**config.mk**
```make
export PLATFORM = sky130hd
export DESIGN_NAME = johnson_div8
export DESIGN_NICKNAME = d
export VERILOG_FILES = /design/src/rtl/johnson_div8.sv
export SDC_FILE = /design/constraint.sdc
export NUM_CORES = 1
export LEC_CHECK = 0
export CAP_MARGIN = 20
export CORE_AREA = 4 4 41 43
export CTS_BUF_LIST = sky130_fd_sc_hd__clkbuf_4
export DETAILED_ROUTE_END_ITERATION = 16
export DIE_AREA = 0 0 45 47
export GPL_ROUTABILITY_DRIVEN = 0
export PLACE_DENSITY = 0.78
export SYNTH_ARGS = -nofsm -noshare
export SYNTH_HDL_FRONTEND = slang
export SYNTH_SLANG_ARGS = --single-unit
```
**constraint.sdc**
```tcl
create_clock -name clk -period 0.8 [get_ports clk]
set_clock_uncertainty 0.1 [all_clocks]
set_input_delay 0.12 -clock clk [delete_from_list [all_inputs] [get_ports clk]]
set_output_delay 0.12 -clock clk [all_outputs]
set_load 0.01 [all_outputs]
```
**src/rtl/johnson_div8.sv**
```systemverilog
module johnson_div8 (
  input  logic       clk,
  input  logic       mreset,
  input  logic       cp_up,
  input  logic       cp_dn,
  input  logic       load_en,
  input  logic [3:0] load_code,
  output logic [7:0] dec,
  output logic       carry_n
);

  logic [1:0] rsync;
  logic       rst_i;

  always_ff @(posedge clk or posedge mreset)
    if (mreset) rsync <= 2'b11;
    else        rsync <= {rsync[0], 1'b0};

  assign rst_i = rsync[1];

  logic [2:0] up_sh, dn_sh;

  always_ff @(posedge clk) begin
    up_sh <= {up_sh[1:0], cp_up};
    dn_sh <= {dn_sh[1:0], cp_dn};
  end

  logic up_now, up_old, dn_now, dn_old, adv;
  assign up_now = up_sh[1];
  assign up_old = up_sh[2];
  assign dn_now = dn_sh[1];
  assign dn_old = dn_sh[2];

  assign adv = (up_now & ~up_old & ~dn_now) | (dn_old & ~dn_now & up_now);

  logic [3:0] q, nxt;

  assign nxt = {q[2], q[1], q[0], ~q[3] & ~(q[2] & ~q[1])};

  always_ff @(posedge clk or posedge rst_i)
    if (rst_i)        q <= 4'h0;
    else if (load_en) q <= load_code;
    else if (adv)     q <= nxt;

  assign dec[0]  = ~q[3] & ~q[0];
  assign dec[1]  =  q[0] & ~q[1];
  assign dec[2]  =  q[1] & ~q[2];
  assign dec[3]  =  q[2] & ~q[3];
  assign dec[4]  =  q[3] &  q[0];
  assign dec[5]  =  q[1] & ~q[0];
  assign dec[6]  =  q[2] & ~q[1];
  assign dec[7]  =  q[3] & ~q[2];
  assign carry_n = ~q[3];

  logic legal;
  assign legal = q inside {4'h0, 4'h1, 4'h3, 4'h7, 4'hF, 4'hE, 4'hC, 4'h8};

  AST_LEGAL_ONEHOT: assert property (@(posedge clk) disable iff (rst_i)
    legal |-> $onehot(dec));

  AST_CARRY_LEVEL: assert property (@(posedge clk) disable iff (rst_i)
    legal |-> (carry_n == (dec[7:4] == 4'h0)));

  AST_HOLD_IDLE: assert property (@(posedge clk) disable iff (rst_i)
    (!adv && !load_en) |=> $stable(q));

  AST_ONE_STAGE_STEP: assert property (@(posedge clk) disable iff (rst_i)
    (legal && adv && !load_en) |=> ($countones(q ^ $past(q)) == 1));

  AST_STAYS_LEGAL: assert property (@(posedge clk) disable iff (rst_i)
    (legal && !load_en) |=> legal);

  AST_LOAD_WINS: assert property (@(posedge clk) disable iff (rst_i)
    load_en |=> (q == $past(load_code)));

  always @(negedge clk)
    if (rst_i) AST_RESET_ZERO: assert (dec == 8'h01 && carry_n);

endmodule

```
After elaboration in Yosys (flattened, before gate mapping). Index checks and enable logic that the tools add are counted.

Bits in registers: 12. Output and inout bits: 9. Word-level logic and storage cells: 28. Bits of input ports: 9.

Multiplexer cells: 2. Reduce and logical (&&, ||, !) cells: 1. Bitwise gates (word level): 21.

Operators by type and width (number): AND 1 bit (13); two-way mux 4 bit (2); NOT 1 bit (7); nonzero test 2 bit (1); OR 1 bit (1).

Longest topological paths before layout.
Word-level depth: 6. Gate-level depth with buffers: 4. Depth with buffers taken out: 3.

Least setup slack after synthesis. Ideal clock, no wire load.

Path kind: register to register. From: register q[1]. To: register q[0]. Setup time: 0.126 ns. Path buffers: 0. Slack: -0.313 ns. Data arrival time: 0.887 ns. Required time: 0.574 ns. Cell stages (with the launch flop): 4. Period minus slack after synthesis: 1.113 ns. Cells stage by stage: dfrtp_1 nor2b_2 nor4b_2 a221o_1.

Cells in the longest elaborated chain, start to end: 6.

RTL lines: start, declared (RTL line 36) `logic [3:0] q, nxt;`; start signal, assigned (RTL line 42) `else if (load_en) q <= load_code;`; start signal, assigned (RTL line 43) `else if (adv) q <= nxt;`; NOT 1 bit; AND 1 bit; via dec[6] (RTL line 8) `output logic [7:0] dec,`; NOT 1 bit (RTL line 38) `assign nxt = {q[2], q[1], q[0], ~q[3] & ~(q[2] & ~q[1])};`; AND 1 bit (RTL line 38); two-way mux 4 bit (RTL line 43); two-way mux 4 bit (RTL line 42).

The timed path passes the listed nets, and every way through them passes these cells. The select of a mux whose other input is x is not followed. A chain may end at the register's enable or synchronous reset.

Final worst setup path.
From: register q[2]. To: output port dec[2].

Cells in the longest elaborated chain, start to end: 2.

RTL lines: NOT 1 bit (RTL line 47) `assign dec[2] = q[1] & ~q[2];`; AND 1 bit (RTL line 47); end, declared (RTL line 8).

Every way passes these cells.

==> impl_metrics.tcl <==
set metrics [dict create \
    cts_htree_levels 1 \
    wl_per_cell_microns 12.83 \
    synth_common_cells "dfxtp_1 (6), nor2_1 (6)" \
    placed_area_sq_um 735.7 \
    worst_path_max_delay_cell "dfrtp_1" \
    yosys.area_share.simple_pct 29.90 \
    grt_pass1_vias 490 \
    crit_arrival_ps 1100 \
    crit_type "flop to output port" \
    fin_total_pwr_mw 1.527 \
    cts_tree "yes" \
    core_area_sq_um 1301 \
    syn_inst 48 \
    die_w_microns 45 \
    ys_ff_latch 12 \
    yosys.area.top_type_share_pct 24.74 \
    clock-sinks 12 \
    dr.pass1.iters 1 \
    clockRootBuffer "clkbuf_4" \
    yosys_warnings 0 \
    power.leakage_nw 0.4117 \
    grt_pass1_wl_microns 2063 \
    n_fill_cell 104 \
    die_h_microns 47 \
    wl_microns 1232 \
    final.setup.worst_slack_ps -516.5 \
    dr.first_iter.drc_count 0 \
    placed_cells 86 \
    period_share_pct 164.6 \
    synthMuxAreaShare_pct 0 \
    vias 451 \
    r2r-end "q[0]$_DFFE_PP0P_" \
    final_area_sq_um 900.9 \
    synth-edff-count 0 \
    die-area_sq_um 2115 \
    post-place-ws_ps -555.1 \
    slew_viol_final 0 \
    avgSynthCellArea_sq_um 10.11 \
    ys_types 19 \
    synth_flop_cell "dfxtp_1" \
    clock_tree.buffer_depth 2 \
    syn_area_sq_um 485.5 \
    cp-end-kind "output port" \
    crit_fanout 4 \
    worst_r2r_startpoint "q[1]$_DFFE_PP0P_" \
    portBuffers 17 \
    synth_xor_area_share_pct 0 \
    rsz0062_at_grt "yes" \
    nNetsFinal 91 \
    timing.hold.ws_ps 41.32 \
    critical_path.max_stage_delay_ps 420 \
    cp_cell_sequence "buf_6 > and2b_1 > buf_2" \
    grt_max_degree 9 \
    cts-buffers-inserted 3 \
    n_antenna_cell 0 \
    fin_cells 96 \
    hold_class "flop to async pin" \
    hpwl_microns 807.6 \
    ys_seq_area_share_pct 56.19 \
    start_util_pct 37.31 \
    crit_start "q[2]$_DFFE_PP0P_" \
    finalCriticalPeriod_ps 1316 \
    clk_pin_slew_ps 70 \
    reg2reg_slack_ps -480 \
    crit_required_ps 580 \
    synth_fa_ha_area_share_pct 0 \
    async_flop_share_pct 50.00 \
    syn-num-nets 57 \
    rows 13 \
    status "complete, but fails checks" \
    synth_top_family_by_area "simple AND/OR/NAND/NOR gates" \
    final_util_pct 69.23 \
    max_freq_mhz 759.6 \
    pwr_density_cell_nw_per_um2 1695 \
    cpLargestDelayFamily "flip-flops" \
    cap_violations 0 \
    yosys.area.top_type "dfxtp_1" \
    synth_compound_area_share_pct 7.732 \
    drc 0 \
    ir_worst_vdd_v 0.001185 \
    antenna_found_initial 0 \
    synth_area_leaders "dfxtp_1 (25%), dfrtp_1 (21%), dfstp_2 (11%)" \
    ff2ff_path_depth 5 \
    synthToLayoutAreaGrowth_pct 85.57 \
    setup_viol 13 \
    detail-route-antenna-nets 0 \
    failed_checks "setup timing" \
    io_pins 18 \
    start_kind "flop" \
    layout-drive-gt1-share_pct 64.20 \
    hold_viol 0 \
    gr-usage-all-layers_pct 14.54 \
    overflow 0 \
    viasPerCell 4.698 \
    clock_latency_ps 260 \
    fin_tns_setup_ps -5304 \
    crit_buf_inv 2 \
]
## worst max-delay path by stage
stage                       end  slack, ps  cells past startpoint
2_1_floorplan  q[0]$_DFFE_PP0P_       -290                      3
3_3_place_gp             dec[5]       -550                      2
3_5_place_dp             dec[5]       -560                      2
4_1_cts                  dec[2]       -520                      3
5_1_grt                  dec[2]       -580                      3
6_report                 dec[2]       -520                      3
## cell families after synthesis
group / after synthesis
AO/OA/AOI/OAI: 5
buffers and inverters: 5
flip-flops: 12
other: 1
AND/OR/NAND/NOR: 25
## area by class of cell
class / instances / area, sq um / area share (%)
well taps: 15 / 18.77 / 2.083
inverters: 4 / 22.52 / 2.500
multi-input cells: 31 / 281.5 / 31.25
clock buffers: 3 / 22.52 / 2.500
clock inverters: 1 / 3.754 / 0.4167
flip-flops and latches: 12 / 277.8 / 30.83
repair buffers: 30 / 274.0 / 30.42
## placed cells by master, fill, tap and decap left out
cell	instances
inv_2	1
nor2_2	5
nor2_4	1
nand3_1	2
nand3_2	1
nor2_1	1
inv_8	1
clkdlybuf4s50_1	8
nand2_1	3
dfxtp_2	2
nand2b_1	1
a221o_1	1
o21ai_1	1
dfrtp_2	2
dfstp_2	2
o311ai_4	1
nor4b_4	1
clkinv_1	1
buf_6	11
and2b_1	2
and2b_4	1
dfxtp_1	4
clkbuf_4	3
conb_1	1
nand2_2	1
nand2b_4	1
nor2b_2	2
dfrtp_1	2
nor2b_4	3
o311ai_2	1
buf_2	5
inv_1	2
buf_4	6
o21ai_2	1
## flip-flops by register name (all words and copies together) (netlist names)
signal	count
rsync	2
dn_sh	3
q	4
up_sh	3
## worst register-to-register path, stage by stage (launching register included)
cell and delay (ps):
dfrtp_2 420, buf_6 130, nor2b_4 120, buf_6 110
nor4b_4 40, a221o_1 260
## where the power goes
group	internal (mW)	switching, mW
Combinational	0.285	0.195
Sequential	0.652	0.0344
Clock	0.180	0.180
Total	1.12	0.410
## metal layers
metal / global-route usage, % / wire [microns]
met1: 13.62 / 421
met2: 25.14 / 680
met3: 4.598 / 103
met4: 13.45 / 26
met5: 0 / 0
## what timing repair did
item / in CTS / in global routing
buffers inserted: 6 / 0
hold buffers: 0 / 0
gates resized for setup: 57 / 15
endpoints found under the setup margin: 13 / 13
pin swaps: 6 / 1
Power figures use the tool's default switching activity.
